===== config.mk =====
export PLATFORM = sky130hd
export DESIGN_NAME = mdio_mgmt_master
export DESIGN_NICKNAME = d
export VERILOG_FILES = /design/src/rtl/mdio_mgmt_pkg.sv /design/src/rtl/mdio_clk_phase.sv /design/src/rtl/mdio_frame_seq.sv /design/src/rtl/mdio_rd_capture.sv /design/src/rtl/mdio_mgmt_master.sv
export SDC_FILE = /design/constraint.sdc
export NUM_CORES = 1
export LEC_CHECK = 0
export CORE_MARGIN = 2
export CORE_UTILIZATION = 45
export CTS_BUF_LIST = sky130_fd_sc_hd__clkbuf_16
export CTS_CLUSTER_DIAMETER = 150
export DETAILED_ROUTE_END_ITERATION = 12
export PLACE_DENSITY = 0.82
export SLEW_MARGIN = 10
export SYNTH_ARGS = -nofsm -noshare
export SYNTH_HDL_FRONTEND = slang
export SYNTH_SLANG_ARGS = --single-unit
export TNS_END_PERCENT = 10

===== constraint.sdc =====
create_clock -name clk -period 2.13 [get_ports clk]
set_input_delay 0.426 -clock clk [delete_from_list [all_inputs] [get_ports clk]]
set_output_delay 0.426 -clock clk [all_outputs]
set_load 0.05 [all_outputs]

===== src/rtl/mdio_mgmt_pkg.sv =====
package mdio_mgmt_pkg;

    // Two-bit operation codes carried in every frame.
    typedef enum logic [1:0] {
        OPC_ADDR   = 2'd0,
        OPC_WRITE  = 2'd1,
        OPC_RD_INC = 2'd2,
        OPC_READ   = 2'd3
    } mdio_opc_e;

    // Fixed line patterns inside a frame.
    localparam logic [1:0] SOF_BITS = 2'b00;
    localparam logic [1:0] TA_BITS  = 2'b10;

endpackage


===== src/rtl/mdio_clk_phase.sv =====
// Half-period counter: produces the MDC level and strobes marking the
// last system clock of each low half (rise_stb) and high half (fall_stb).
module mdio_clk_phase #(
    parameter int HALF_DIV = 2
) (
    input  logic clk,
    input  logic rst_n,
    input  logic run,
    output logic mdc_hi,
    output logic rise_stb,
    output logic fall_stb
);
    localparam int CW = (HALF_DIV > 1) ? $clog2(HALF_DIV) : 1;
    localparam logic [CW-1:0] LAST = CW'(HALF_DIV - 1);

    typedef struct packed {
        logic [CW-1:0] cnt;
        logic          hi;
    } phase_t;

    phase_t ph_d, ph_q;

    always_comb begin
        ph_d = ph_q;
        if (!run) begin
            ph_d = '0;
        end else if (ph_q.cnt == LAST) begin
            ph_d.cnt = '0;
            ph_d.hi  = ~ph_q.hi;
        end else begin
            ph_d.cnt = ph_q.cnt + 1'b1;
        end
    end

    always_ff @(posedge clk or negedge rst_n) begin
        if (!rst_n) ph_q <= '0;
        else        ph_q <= ph_d;
    end

    assign mdc_hi   = ph_q.hi;
    assign rise_stb = run && (ph_q.cnt == LAST) && !ph_q.hi;
    assign fall_stb = run && (ph_q.cnt == LAST) &&  ph_q.hi;

endmodule


===== src/rtl/mdio_frame_seq.sv =====
// Tracks the bit position inside a frame and which of the two frames of a
// request is on the line; advances on each MDC falling strobe.
module mdio_frame_seq #(
    parameter int FRAME_BITS = 64
) (
    input  logic                          clk,
    input  logic                          rst_n,
    input  logic                          start,
    input  logic                          start_read,
    input  logic                          fall_stb,
    output logic                          active,
    output logic                          second,
    output logic                          is_read,
    output logic [$clog2(FRAME_BITS)-1:0] bit_idx,
    output logic                          done
);
    localparam int BW = $clog2(FRAME_BITS);
    localparam logic [BW-1:0] LAST_BIT = BW'(FRAME_BITS - 1);

    typedef struct packed {
        logic          active;
        logic          second;
        logic          is_read;
        logic          done;
        logic [BW-1:0] bit_idx;
    } seq_t;

    seq_t sq_d, sq_q;

    always_comb begin
        sq_d      = sq_q;
        sq_d.done = 1'b0;
        if (!sq_q.active) begin
            if (start) begin
                sq_d.active  = 1'b1;
                sq_d.second  = 1'b0;
                sq_d.is_read = start_read;
                sq_d.bit_idx = '0;
            end
        end else if (fall_stb) begin
            if (sq_q.bit_idx == LAST_BIT) begin
                sq_d.bit_idx = '0;
                if (!sq_q.second) begin
                    sq_d.second = 1'b1;
                end else begin
                    sq_d.active = 1'b0;
                    sq_d.second = 1'b0;
                    sq_d.done   = 1'b1;
                end
            end else begin
                sq_d.bit_idx = sq_q.bit_idx + 1'b1;
            end
        end
    end

    always_ff @(posedge clk or negedge rst_n) begin
        if (!rst_n) sq_q <= '0;
        else        sq_q <= sq_d;
    end

    assign active  = sq_q.active;
    assign second  = sq_q.second;
    assign is_read = sq_q.is_read;
    assign bit_idx = sq_q.bit_idx;
    assign done    = sq_q.done;

endmodule


===== src/rtl/mdio_rd_capture.sv =====
// Shift register collecting read data MSB first.
module mdio_rd_capture #(
    parameter int DATA_W = 16
) (
    input  logic              clk,
    input  logic              rst_n,
    input  logic              sample_en,
    input  logic              bit_in,
    output logic [DATA_W-1:0] data
);
    typedef struct packed {
        logic [DATA_W-1:0] sr;
    } cap_t;

    cap_t cp_d, cp_q;

    always_comb begin
        cp_d = cp_q;
        if (sample_en) begin
            cp_d.sr = {cp_q.sr[DATA_W-2:0], bit_in};
        end
    end

    always_ff @(posedge clk or negedge rst_n) begin
        if (!rst_n) cp_q <= '0;
        else        cp_q <= cp_d;
    end

    assign data = cp_q.sr;

endmodule


===== src/rtl/mdio_mgmt_master.sv =====
module mdio_mgmt_master
    import mdio_mgmt_pkg::*;
#(
    parameter int HALF_DIV = 2,
    parameter int PRE_BITS = 32,
    parameter int PORT_W   = 5,
    parameter int DEV_W    = 5,
    parameter int DATA_W   = 16
) (
    input  logic              clk,
    input  logic              rst_n,
    input  logic              req_valid,
    input  logic              req_read,
    input  logic [PORT_W-1:0] req_port,
    input  logic [DEV_W-1:0]  req_dev,
    input  logic [DATA_W-1:0] req_regad,
    input  logic [DATA_W-1:0] req_wdata,
    output logic              ready,
    output logic              done,
    output logic [DATA_W-1:0] rd_data,
    output logic              mdc_o,
    output logic              mdc_oe,
    output logic              mdio_o,
    output logic              mdio_oe,
    input  logic              mdio_i
);
    localparam int FRAME_BITS = PRE_BITS + 2 + 2 + PORT_W + DEV_W + 2 + DATA_W;
    localparam int DATA_START = FRAME_BITS - DATA_W;
    localparam int BW         = $clog2(FRAME_BITS);

    typedef struct packed {
        logic [PORT_W-1:0] port;
        logic [DEV_W-1:0]  dev;
        logic [DATA_W-1:0] regad;
        logic [DATA_W-1:0] wdata;
    } req_t;

    req_t rq_d, rq_q;

    logic          fire;
    logic          act, second, is_read, seq_done;
    logic [BW-1:0] bit_idx;
    logic          mdc_hi, rise_stb, fall_stb;
    logic          in_rd_data;
    logic [BW-1:0] msb_idx;
    mdio_opc_e     opc;
    logic [DATA_W-1:0]     payload;
    logic [FRAME_BITS-1:0] frame_w;

    assign fire = req_valid && !act;

    // Request latch: fields are taken only on acceptance.
    always_comb begin
        rq_d = rq_q;
        if (fire) begin
            rq_d.port  = req_port;
            rq_d.dev   = req_dev;
            rq_d.regad = req_regad;
            rq_d.wdata = req_wdata;
        end
    end

    always_ff @(posedge clk or negedge rst_n) begin
        if (!rst_n) rq_q <= '0;
        else        rq_q <= rq_d;
    end

    mdio_clk_phase #(
        .HALF_DIV (HALF_DIV)
    ) u_phase (
        .clk      (clk),
        .rst_n    (rst_n),
        .run      (act),
        .mdc_hi   (mdc_hi),
        .rise_stb (rise_stb),
        .fall_stb (fall_stb)
    );

    mdio_frame_seq #(
        .FRAME_BITS (FRAME_BITS)
    ) u_seq (
        .clk        (clk),
        .rst_n      (rst_n),
        .start      (fire),
        .start_read (req_read),
        .fall_stb   (fall_stb),
        .active     (act),
        .second     (second),
        .is_read    (is_read),
        .bit_idx    (bit_idx),
        .done       (seq_done)
    );

    // Frame assembly: the whole frame as one word, indexed by bit position.
    always_comb begin
        if (!second)      opc = OPC_ADDR;
        else if (is_read) opc = OPC_READ;
        else              opc = OPC_WRITE;
        payload = (second && !is_read) ? rq_q.wdata : rq_q.regad;
        frame_w = {{PRE_BITS{1'b1}}, SOF_BITS, opc, rq_q.port, rq_q.dev,
                   TA_BITS, payload};
    end

    assign msb_idx    = BW'(FRAME_BITS - 1) - bit_idx;
    assign in_rd_data = second && is_read && (bit_idx >= BW'(DATA_START));

    mdio_rd_capture #(
        .DATA_W (DATA_W)
    ) u_cap (
        .clk       (clk),
        .rst_n     (rst_n),
        .sample_en (rise_stb && in_rd_data),
        .bit_in    (mdio_i),
        .data      (rd_data)
    );

    assign ready   = !act;
    assign done    = seq_done;
    assign mdc_oe  = act;
    assign mdc_o   = act && mdc_hi;
    assign mdio_oe = act && !in_rd_data;
    assign mdio_o  = mdio_oe && frame_w[msb_idx];

endmodule


Yosys cells after proc, flatten, opt, wreduce, memory -nomap -nowiden. Index checks and enable logic that the tools add are counted. W data, S select, Z words.

Add/subtract/negate cells: 3. Equality and inequality tests: 4. $lt $le $gt $ge: 2. Bitwise logic cells: 2. Muxes and demuxes: 20. Reductions and logical operators: 19.

Operators with widths (count): $mux W6 (3); $mux W16 (1); $mux W2 (6); $logic_and A1 B1 Y1 (11); $lt A6 B7 Y1 const B (1); $mux W1 (7); $mux W7 (1); $add A6 B1 Y6 const B (1); $bmux W1 S6 (1); $eq A6 B6 Y1 const B (1); $ge A6 B6 Y1 const B (1); $ne A2 B2 Y1 const B (3); $sub A6 B6 Y6 const A (1); $logic_not A1 Y1 (4); $reduce_and A2 Y1 (2); $mux W3 (1); $reduce_and A3 Y1 (1); $not A1 Y1 (2); $reduce_bool A2 Y1 (1); $add A1 B1 Y1 const B (1).

Word-level logic and storage cells: 62. Bits of input ports: 47. Register bits: 70.

Logic depth before layout (Yosys ltp). Gate-level depths: netlist (run 1).

Word-level depth: 6. Depth in mapped cells: 6. Gate-level depth less buffers: 6.

By module. Synthesis (run 1) repeated with hierarchy kept, for this count alone.

Cells, all modules: 236. Area, all modules: 3311.9 um^2.

Modules (own cells, without submodules): mdio_mgmt_master (times used 1, cells each 138, area each 2023.2 um^2); mdio_rd_capture (times used 1, cells each 34, area each 649.4 um^2); mdio_frame_seq (times used 1, cells each 56, area each 550.5 um^2); mdio_clk_phase (times used 1, cells each 8, area each 88.8 um^2).

Worst setup path before layout (run 1). Ideal clock, no wire load.

Path type: register to output. Start: register u_seq.sq_q, in the netlist u_seq.is_read. End: output mdio_o. Slack: -460 ps. Stages on the path, launching flop included: 7. Data required time: 1704 ps. Buffers on the path: 1. Arrival: 2164 ps. Path through: dfrtp_1 -> nand2b_1 -> buf_6 -> mux4_1 -> nor2_1 -> o311a_1 -> o211ai_1.

Cells in the longest elaborated chain, start to end: 6. Elaborated cells on any way between the ends: 12. Classes of those cells: mux: 5; reduce/logical: 7.

Ends and longest elaborated chain: start: declaration (line mdio_frame_seq.sv:28) `seq_t sq_d, sq_q;`; start signal: assignment (line mdio_frame_seq.sv:58) `else sq_q <= sq_d;`; $logic_not A1 Y1 (line mdio_mgmt_master.sv:99) `payload = (second && !is_read) ? rq_q.wdata : rq_q.regad;`; $logic_and A1 B1 Y1 (line mdio_mgmt_master.sv:99); $mux W16 (line mdio_mgmt_master.sv:99); $bmux W1 S6 (line mdio_mgmt_master.sv:122) `assign mdio_o = mdio_oe && frame_w[msb_idx];`; $mux W1 (implied by the code) (line mdio_mgmt_master.sv:122); $logic_and A1 B1 Y1 (*) (line mdio_mgmt_master.sv:122); end: declaration (line mdio_mgmt_master.sv:23) `output logic mdio_o,`.

Every way passes the cells marked *; elsewhere a longest branch is shown, timed or not. The select of a mux whose other input is x is not followed.

Final worst setup path (run 1).
Start: register u_seq.sq_q, in the netlist u_seq.second. End: output mdio_o.

Cells in the longest elaborated chain, start to end: 5. Elaborated cells on any way between the ends: 10. Classes of those cells: mux: 4; reduce/logical: 6.

Ends and longest elaborated chain (line): $logic_and A1 B1 Y1, on equally long branches (mdio_mgmt_master.sv:99, mdio_mgmt_master.sv:105); $mux W16 / $logic_and A1 B1 Y1 (equally long branches) (mdio_mgmt_master.sv:99, mdio_mgmt_master.sv:105); $bmux W1 S6 / $logic_not A1 Y1 (equally long branches) (mdio_mgmt_master.sv:122, mdio_mgmt_master.sv:121); $mux W1 (implied by the code) / $logic_and A1 B1 Y1 (equally long branches) (mdio_mgmt_master.sv:122, mdio_mgmt_master.sv:121); $logic_and A1 B1 Y1 (*) (mdio_mgmt_master.sv:122).

Marks and branches as above.

==> results of run 1 <==
[registers in the layout (all words and copies together) (netlist names)]
name,flops
u_seq.done,1
rq_q,32
u_seq.bit_idx,6
u_seq.active,1
u_phase.ph_q,1
frame_w,10
u_cap.data,16
u_phase.mdc_hi,1
u_seq.is_read,1
u_seq.second,1
[worst max-delay path by stage]
stage	from	endpoint	cells after the start
after CTS	u_seq.is_read	mdio_o	7
after global placement	u_seq.second	mdio_o	6
after floorplan	u_seq.is_read	mdio_o	6
after detailed placement	u_seq.second	mdio_o	6
after global routing	u_seq.is_read	mdio_o	7
final	u_seq.second	mdio_o	6
[layer usage]
metal  vias up  share of wire [%]  GRT usage (%)  routed length (um)
met3        11                4.2           3.58                 284
li1       1008                  -              -                   -
met4         0                2.0           8.95                 135
met2        61                 52           32.1                3480
met1      1069                 42           23.9                2850
met5         -                  0              0                   0
[per-stage QoR]
| step | total power, mW | cell area [sq um] |
|---|---|---|
| 6_report | 4.71 | 4300 |
| 3_5_place_dp | 3.17 | 3980 |
| 4_1_cts | 4.73 | 4290 |
| 3_3_place_gp | 3.11 | 3980 |
| 5_1_grt | 4.94 | 4300 |
| 2_1_floorplan | 2.73 | 3140 |
[cell families (layout without fill, tap and decap cells)]
| kind of cell | Yosys count | count (layout) | synth area share (%) |
|---|---|---|---|
| flip-flops | 70 | 70 | 55.8 |
| multiplexers | 67 | 67 | 27.3 |
| AND/OR/NAND/NOR | 42 | 42 | 6.73 |
| AO/OA/AOI/OAI | 29 | 29 | 6.49 |
| buffers and inverters | 21 | 106 | 2.79 |
| XOR/XNOR | 2 | 2 | 0.558 |
| adder cells (fa/ha/maj) | 1 | 1 | 0.398 |
[power by group]
group	internal [mW]	switching [mW]
clock	0.919	0.596
combinational	0.716	0.533
sequential	1.70	0.253
total	3.33	1.38
[layout make-up]
cell class	instances	area (sq um)
multi-input combinational	141	1300
inverter	9	33.8
fill	518	2460
clock buffer	9	225
timing repair buffer	81	806
tap	80	100
sequential	70	1750
clock inverter	7	81.3
[synth_stat cells (all sizes together)]
library cell,n,area [sq um]
nand2b,2,12.5
nor4,1,6.26
o21ai,12,60.1
a21oi,1,5.00
dfrtp,70,1750
o21bai,1,7.51
inv,9,33.8
nand3b,2,15.0
mux2,57,642
xnor2,2,17.5
mux4,7,184
o211ai,2,15.0
nor3,2,15.0
o2111a,1,11.3
o31ai,1,7.51
a221o,2,20.0
mux2i,3,30.0
nor2b,3,18.8
and3,3,18.8
o211a,1,10.0
a311o,1,10.0
nand2,10,37.5
and2,3,18.8
a22oi,2,15.0
a31oi,1,6.26
o2111ai,2,17.5
nor2,11,41.3
o311a,1,10.0
buf,2,16.3
o41ai,1,8.76
clkbuf,10,37.5
nand3,3,15.0
nand4,2,12.5
ha,1,12.5
[repair_timing]
item                                    4_1_cts  5_1_grt
resized for setup                             6        0
pin swaps                                     3        1
gates cloned                                  0        0
endpoints found under the setup margin        1        1
setup buffers                                 1        1
endpoints found under the hold margin         0        0
==> summary.md, run 1 <==
| Metric | Value |
|---|---|
| Final hold slack | `between 100 and 150 ps` |
| CP max stage cell | `mux4_2` |
| CTS tree | `done` |
| DR DRC count | `0` |
| Most frequent cells in the layout | `dfrtp_1, clkdlybuf4s50_1, mux2_2, buf_4` |
| CP top delay family | `compound AO/OA/AOI/OAI gates` |
| Vias per cell | `5.41` |
| Antenna violations before repair | `0` |
| Max cap viols | `0` |
| Core ar. | `0.00676 sq mm` |
| Final hold vios | `0` |
| Commonest non-fill, non-tap cell in the layout | `dfrtp_1` |
| Post-Synthesis Cells | `232` |
| WP data arrival | `~2200 ps` |
| Post-synthesis sequential area ratio | `between 50% and 60%` |
| Status | `finished, violations left` |
| Post-Place Cells | `~380` |
| Final WS setup | `-495 ps` |
| DIE AREA | `around 0.0077 sq mm` |
| CP max stage delay | `a little over 500 ps` |
| R2r endpoint | `u_seq.bit_idx[5]` |
| Non-Filler Instances | `397` |
| VDD IR-drop max | `0.000562 V` |
| Starting density of the core | `between 40% and 50%` |
| First-pass iteration count of the detailed router | `5` |
| Cell Pwr Density | `about 1100 mW/mm^2` |
| Final Max Tran Viols | `0` |
| Worst hold path class | `input pin to asynchronous set/reset pin` |
| Post-route ant nets | `0` |
| Final Util | `about 64%` |
| Tightest Pin Transition | `515 ps` |
| Leakage | `about 1.9 nW` |
| Crit. End Element | `output port` |
| CTS sink cnt | `70` |
| R2R cell count | `7` |
| Port buffer count | `slightly below 70` |
| WS Path Type | `register to output port` |
| Number of buffers created by CTS | `9` |
| Longest Clk Path Bufs | `2` |
| Total I/O pin count | `slightly below 70` |
| Die Y | `87.5 um` |
| Share of cells above drive strength 1 | `between 30% and 40%` |
| Worst-path clk slew | `about 60 ps` |
| Post-Route WL | `6.75 mm` |
| RR Startpoint | `u_seq.bit_idx[0]` |
| GPL Wtd Cong | `0.830` |
| Dpl hpwl | `about 4.7 mm` |
| Crit path time final | `about 2600 ps` |
| Avg Cell Area, Syn | `roughly 14 sq um` |
| Clock latency on the worst-skew pair | `340 ps` |
| Worst Clk Skew | `~4.5 ps` |
| YS warnings | `0` |
| CTS root buf | `clkbuf_16` |
| Max-slew headroom | `between 60% and 70%` |
| Setup TNS | `-495 ps` |
| FMAX | `between 300 and 400 MHz` |
| DR iter-0 viols | `slightly above 100` |
| Total GRT Usage | `between 10% and 20%` |
| Yosys reg bits | `70` |
| Dpl ws | `-180 ps` |
| Hold buffers post-CTS | `0` |
| Die width | `roughly 88 um` |
| Overflow after GRT | `0` |
| Worst reg-to-reg setup slack | `around 400 ps` |
| Library cells used by synthesis | `37` |
| Crit Path Max Fanout | `5` |
| Vias in the first global route | `between 2000 and 2500` |
| Period utilisation layout | `123%` |
| Largest net degree at the start of global routing | `just over 70` |
| Htree depth | `3` |
| Vias | `2149` |
| First-pass GRT wire length | `approximately 11 mm` |
| Mapped cell area | `0.00314 sq mm` |
| Synth-to-layout area growth | `36.8%` |
| Final Setup Violations | `1` |
| Crit path cell chain | `nand2b_4 -> mux4_2 -> a221o_1 -> o21ai_1 -> o211ai_1 -> buf_4` |
| Wire per inst | `roughly 17 um` |
| FP Rows | `30` |
| CP Launch Type | `register` |
| Final #Nets | `360` |
| Unrepaired setup endpoints after global routing | `yes` |
| Syn Nets | `280` |
| CP required | `~1700 ps` |
| Crit path buf inv count | `1` |
| Ant. Diodes | `0` |
| Failing checks | `setup timing` |
Note: power is estimated with default switching activity, not from simulation.
==> run 2, diff against run 1 <==
--- a/config.mk
+++ b/config.mk
@@ -6,11 +6,11 @@
 export NUM_CORES = 1
 export LEC_CHECK = 0
 export CORE_MARGIN = 2
-export CORE_UTILIZATION = 45
+export CORE_UTILIZATION = 40
 export CTS_BUF_LIST = sky130_fd_sc_hd__clkbuf_16
 export CTS_CLUSTER_DIAMETER = 150
 export DETAILED_ROUTE_END_ITERATION = 12
-export PLACE_DENSITY = 0.82
+export PLACE_DENSITY = 0.75
 export SLEW_MARGIN = 10
 export SYNTH_ARGS = -nofsm -noshare
 export SYNTH_HDL_FRONTEND = slang
==> run 2 against run 1 <==
Largest power group unchanged. Combinational power about the same. The run still ends with setup timing left. Cell count increased by 6.3%. Via count about the same. Critical path depth increased by 1. Hold slack about the same. First-iteration DRC count increased by 42%. Clock power increased by 12%.
==> summary.md, run 2 (synthesized netlist as in run 1, its figures left out) <==
| Metric | Value |
|---|---|
| Overflow after GRT | `0` |
| Combinational Power Share | `about a quarter` |
| First-pass iteration count of the detailed router | `4` |
| CTS root buf | `clkbuf_16` |
| Multi-input logic area | `approximately 0.0013 sq mm` |
| Non-Filler Instances | `around 420` |
| Number of buffers created by CTS | `9` |
| Total I/O pin count | `between 60 and 70` |
| Dpl hpwl | `4.67 mm` |
| Starting density of the core | `a little over 40%` |
| DR DRC count | `0` |
| R2R cell count | `6` |
| Wire per inst | `15.6 um` |
| Post-Place Cells | `~400` |
| Final Power | `about 5 mW` |
| CP required | `1700 ps` |
| Period utilisation layout | `121%` |
| Crit path buf inv count | `2` |
| First-pass GRT wire length | `around 11 mm` |
| Status | `finished, violations left` |
| Post-Route WL | `between 6 and 7 mm` |
| Vias | `between 2000 and 2500` |
| Flop pwr share | `39.6%` |
| Largest net degree at the start of global routing | `slightly above 70` |
| Total GRT Usage | `16.3%` |
| Setup TNS | `-457 ps` |
| Synth-to-layout area growth | `39.6%` |
| Commonest non-fill, non-tap cell in the layout | `dfrtp_1` |
| Tightest Pin Transition | `520 ps` |
| Final hold vios | `0` |
| DR iter-0 viols | `146` |
| FP Rows | `32` |
| Cell Pwr Density | `~1100 mW/mm^2` |
| Final Setup Violations | `1` |
| Final #Nets | `around 360` |
| Final WS setup | `-457 ps` |
| Reg area | `approximately 0.0018 sq mm` |
| DIE AREA | `0.00858 sq mm` |
| CP max stage delay | `~380 ps` |
| Internal Power | `3.57 mW` |
| Share of cells above drive strength 1 | `32.2%` |
| Final hold slack | `between 100 and 150 ps` |
| Crit Path Max Fanout | `4` |
| Fillers | `slightly above 600` |
| Post-route ant nets | `0` |
| Crit path cell chain | `nand2b_4 -> buf_12 -> mux4_2 -> nor2_1 -> o311a_1 -> o211ai_1 -> buf_4` |
| Ant. Diodes | `0` |
| Most frequent cells in the layout | `dfrtp_1, clkdlybuf4s50_1, mux2_2, buf_4` |
| Leakage | `1.90 nW` |
| Max FFs per register | `32` |
| Clock Power Share | `between 30% and 40%` |
| Worst Clk Skew | `between 5 and 6 ps` |
| WP data arrival | `around 2200 ps` |
| Htree depth | `3` |
| Final Max Tran Viols | `0` |
| Worst hold path class | `input pin to asynchronous set/reset pin` |
| Dpl ws | `-173 ps` |
| Die Y | `about 93 um` |
| Crit path time final | `roughly 2600 ps` |
| Max-slew headroom | `approximately 65%` |
| Crit. End Element | `output port` |
| Core ar. | `about 0.0076 sq mm` |
| CP top delay family | `compound AO/OA/AOI/OAI gates` |
| Reg with most FFs | `rq_q` |
| CTS tree | `done` |
| CTS sink cnt | `70` |
| Critical path depth in cells | `7` |
| Die width | `around 93 um` |
| CP max stage cell | `dfrtp_1` |
| GPL Wtd Cong | `around 0.86` |
| Vias per cell | `~5.1` |
| VDD IR-drop max | `between 0.0004 and 0.0005 V` |
| WS Path Type | `register to output port` |
| Clock latency on the worst-skew pair | `roughly 330 ps` |
| FMAX | `387 MHz` |
| Max cap viols | `0` |
| CP Launch Type | `register` |
| Failing checks | `setup timing` |
| Unrepaired setup endpoints after global routing | `yes` |
| Worst-path clk slew | `roughly 60 ps` |
| Net Sw Frac | `27.1%` |
| Vias in the first global route | `between 2000 and 2500` |
| Port buffer count | `slightly below 70` |
| Antenna violations before repair | `0` |
| Longest Clk Path Bufs | `2` |
| Switch Pwr | `about 1.3 mW` |
[run 2: what timing repair did]
| item | 4_1_cts | 5_1_grt |
|---|---|---|
| gates resized for setup | 3 | 2 |
| pin swaps | 3 | 1 |
| hold buffers | 0 | 0 |
| setup endpoints to repair | 1 | 1 |
| setup buffers | 2 | 0 |
[run 2: final timing paths]
| check | slack (ps) | endpoint | from |
|---|---|---|---|
| worst max-delay path | -460 | mdio_o | u_seq.is_read |
| worst min-delay path | 110 | u_seq.done | rst_n |
| worst max register to register | 410 | u_cap.data[5] | u_seq.second |
| worst min register to register | 500 | rq_q[26] | rq_q[26] |
| max in group asynchronous | 1720 | frame_w[18] | rst_n |
| min in group clk | 500 | rq_q[26] | rq_q[26] |
[run 2: final cells by class]
| cell class | instances | share of cell area (%) |
|---|---|---|
| Sequential cell | 70 | 39.9 |
| Multi-Input combinational cell | 141 | 29.7 |
| Timing Repair Buffer | 84 | 19.0 |
| Clock buffer | 9 | 5.14 |
| Tap cell | 102 | 2.91 |
| Clock inverter | 7 | 2.57 |
| Inverter | 9 | 0.770 |
[run 2: worst reg2reg max path, cell delays in order (launching register included)]
cell     delay [ps]
dfrtp_1         390
buf_4           130
buf_4           130
nand4_1         150
nor3_2          180
buf_4           250
mux2_2          370
[run 2: power groups by stage]
stage          Sequential, mW  Combinational, mW  Clock, mW
6_report                 1.94               1.27       1.69
3_3_place_gp             1.95               1.21          0
3_5_place_dp             1.95               1.24          0
2_1_floorplan            1.87              0.853          0
4_1_cts                  1.94               1.27       1.71
5_1_grt                  1.98               1.39       1.77
[run 2: through the flow]
step / util, % / area, sq um
after global routing: 57.3 / 4390
final: 57.3 / 4390
after CTS: 57.4 / 4390
after detailed placement: 52.9 / 4040
after floorplan: - / 3140
after global placement: 52.9 / 4040
[run 2: per-layer routing]
metal | up-vias | wire, um | global-route usage, % | share of wire [%]
li1 | 1014 | - | - | -
met1 | 1057 | 2880 | 21.4 | 44
met2 | 68 | 3210 | 26.0 | 49
met3 | 11 | 326 | 3.50 | 5.0
met4 | 0 | 150 | 7.46 | 2.3
met5 | - | 0 | 0 | 0
==> run 3, diff against run 2 <==
--- a/config.mk
+++ b/config.mk
@@ -10,6 +10,7 @@
 export CTS_BUF_LIST = sky130_fd_sc_hd__clkbuf_16
 export CTS_CLUSTER_DIAMETER = 150
 export DETAILED_ROUTE_END_ITERATION = 12
+export GPL_TIMING_DRIVEN = 0
 export PLACE_DENSITY = 0.75
 export SLEW_MARGIN = 10
 export SYNTH_ARGS = -nofsm -noshare
==> run 3 against run 2 <==
The flow finishes with violations (hold timing, setup timing). Non-clock buffer count up 2. Global-route usage grew 1.4 points. First-iteration DRC count stayed put. Wire length increased by 7.0%. Power decreased by 2.2%. Sequential share of layout area rose by 0.51 points. Largest power group unchanged.
==> summary.md, run 3 (synthesized netlist as in run 1, its figures left out) <==
| Metric | Value |
|---|---|
| Crit path launch | `u_seq.is_read` |
| RR Startpoint | `u_seq.second` |
| Total I/O pin count | `between 60 and 70` |
| Final hold slack | `-8.07 ps` |
| R2r endpoint | `u_cap.data[5]` |
| DR iter-0 viols | `between 100 and 150` |
| CTS sink cnt | `70` |
| Tightest Pin Transition | `680 ps` |
| CTS root buf | `clkbuf_16` |
| Total GRT Usage | `around 18%` |
| Largest net degree at the start of global routing | `between 40 and 50` |
| Synth-to-layout area growth | `38.2%` |
| WP data arrival | `~2200 ps` |
| Post-route ant nets | `0` |
| FMAX | `approximately 380 MHz` |
| Die width | `~93 um` |
| First-pass GRT wire length | `approximately 12 mm` |
| Longest Clk Path Bufs | `2` |
| Grt met1 use | `22.5%` |
| Core ar. | `around 0.0076 sq mm` |
| Worst reg-to-reg setup slack | `100 ps` |
| Met2 Resource Use GR | `between 20 and 30%` |
| Starting density of the core | `about 40%` |
| Final #Nets | `between 300 and 400` |
| Dpl hpwl | `5.02 mm` |
| Final hold vios | `13` |
| Status | `finished, violations left` |
| R2R cell count | `7` |
| Overflow after GRT | `0` |
| Busiest grt layer | `met2` |
| Final WS setup | `-536 ps` |
| Vias in the first global route | `2276` |
| Hold buffers post-CTS | `0` |
| Failing checks | `hold timing, setup timing` |
| Final Max Tran Viols | `0` |
| GPL Wtd Cong | `about 0.86` |
| Met3 Usage GRT | `4.39%` |
| Max-slew headroom | `54.7%` |
| CTS tree | `done` |
| Leakage | `1.85 nW` |
| Number of buffers created by CTS | `9` |
| Clock latency on the worst-skew pair | `around 330 ps` |
| Commonest non-fill, non-tap cell in the layout | `dfrtp_1` |
| Final instance area | `between 0.004 and 0.005 sq mm` |
| Unrepaired setup endpoints after global routing | `yes` |
| First-pass iteration count of the detailed router | `4` |
| Crit path time final | `2670 ps` |
| Ant. Diodes | `0` |
| Max cap viols | `0` |
| VDD IR-drop max | `0.000645 V` |
| Wire per inst | `between 15 and 20 um` |
| Htree depth | `3` |
| Antenna violations before repair | `0` |
| Period utilisation layout | `125%` |
| Placed Area | `between 0.003 and 0.004 sq mm` |
| FP Rows | `32` |
| Final Power | `between 4 and 5 mW` |
| WS Path Type | `register to output port` |
| Post-Route WL | `roughly 7 mm` |
| Cell Pwr Density | `1100 mW/mm^2` |
| Crit. End Element | `output port` |
| CP required | `between 1500 and 2000 ps` |
| Vias per cell | `around 5` |
| Die Y | `between 90 and 100 um` |
| Max FFs per register | `32` |
| Crit Path Max Fanout | `7` |
| DR DRC count | `0` |
| Reg with most FFs | `rq_q` |
| Worst hold path class | `input pin to asynchronous set/reset pin` |
| Share of cells above drive strength 1 | `29.5%` |
| CP Launch Type | `register` |
| Worst-path clk slew | `about 60 ps` |
| Most frequent cells in the layout | `dfrtp_1, clkdlybuf4s50_1, mux2_2, nor2_1, o21ai_0` |
| Vias | `around 2200` |
| Final Setup Violations | `1` |
| Non-Filler Instances | `424` |
| Worst Clk Skew | `4.57 ps` |
| DIE AREA | `0.00858 sq mm` |
| Post-Place Cells | `slightly above 400` |
| Port buffer count | `68` |
## run 3: cell count changes in the layout (fill, tap and decap cells not counted), moves of 3 or more
cell      delta
buf_4        -8
clkbuf_1     +8
buf_12       -4
dfrtp_1      -3
dfrtp_2      +3
## run 3: worst max path at each step
stage / slack (ps) / endpoint / cells past startpoint
after floorplan: -430 / mdio_o / 6
after global placement: -1720 / rq_q[11] / 1
after detailed placement: -960 / mdio_o / 7
after CTS: -550 / mdio_o / 6
after global routing: -640 / mdio_o / 6
final: -540 / mdio_o / 7
## run 3: per-stage QoR
step	setup WS [ps]	utilization [%]	hold WS [ps]	TNS [ps]
floorplan	-429	-	130	-429
global placement	-1720	51.7	481	-126960
detailed placement	-962	52.0	353	-7210
CTS	-548	56.3	3.71	-548
global route	-641	56.7	8.01	-708
finish	-536	56.7	-8.07	-536
## run 3: per-layer routing
| metal | routed length, um | part of all wire, % | up-vias |
|---|---|---|---|
| li1 | - | - | 1020 |
| met1 | 3010 | 43 | 1089 |
| met2 | 3550 | 51 | 56 |
| met3 | 313 | 4.5 | 12 |
| met4 | 148 | 2.1 | 0 |
| met5 | 0 | 0 | - |
## run 3: report_power, final
| group | switching [mW] | internal, mW |
|---|---|---|
| logic | 0.536 | 0.679 |
| clock network | 0.583 | 1.03 |
| registers | 0.261 | 1.70 |
| total | 1.38 | 3.41 |
## run 3: final cells by class
cell class                 count  area (sq um)
fill                         626          3310
inverter                       9          33.8
clock inverter                 7          97.6
tap                          102           128
multi-input combinational    141          1300
clock buffer                   9           225
buffer                        10          42.5
timing repair buffer          76           761
sequential                    70          1760
## run 3: timing repair
action	in CTS	in global routing
endpoints found under the setup margin	14	13
pin swaps	2	2
buffers inserted	4	3
resized for setup	22	7
## run 3: critical path, stage by stage (launching register included)
cell	delay, ps
dfrtp_2	420
nand2b_4	220
buf_6	140
mux4_1	310
nor2_1	50
o311a_1	320
o211ai_1	210
buf_4	230
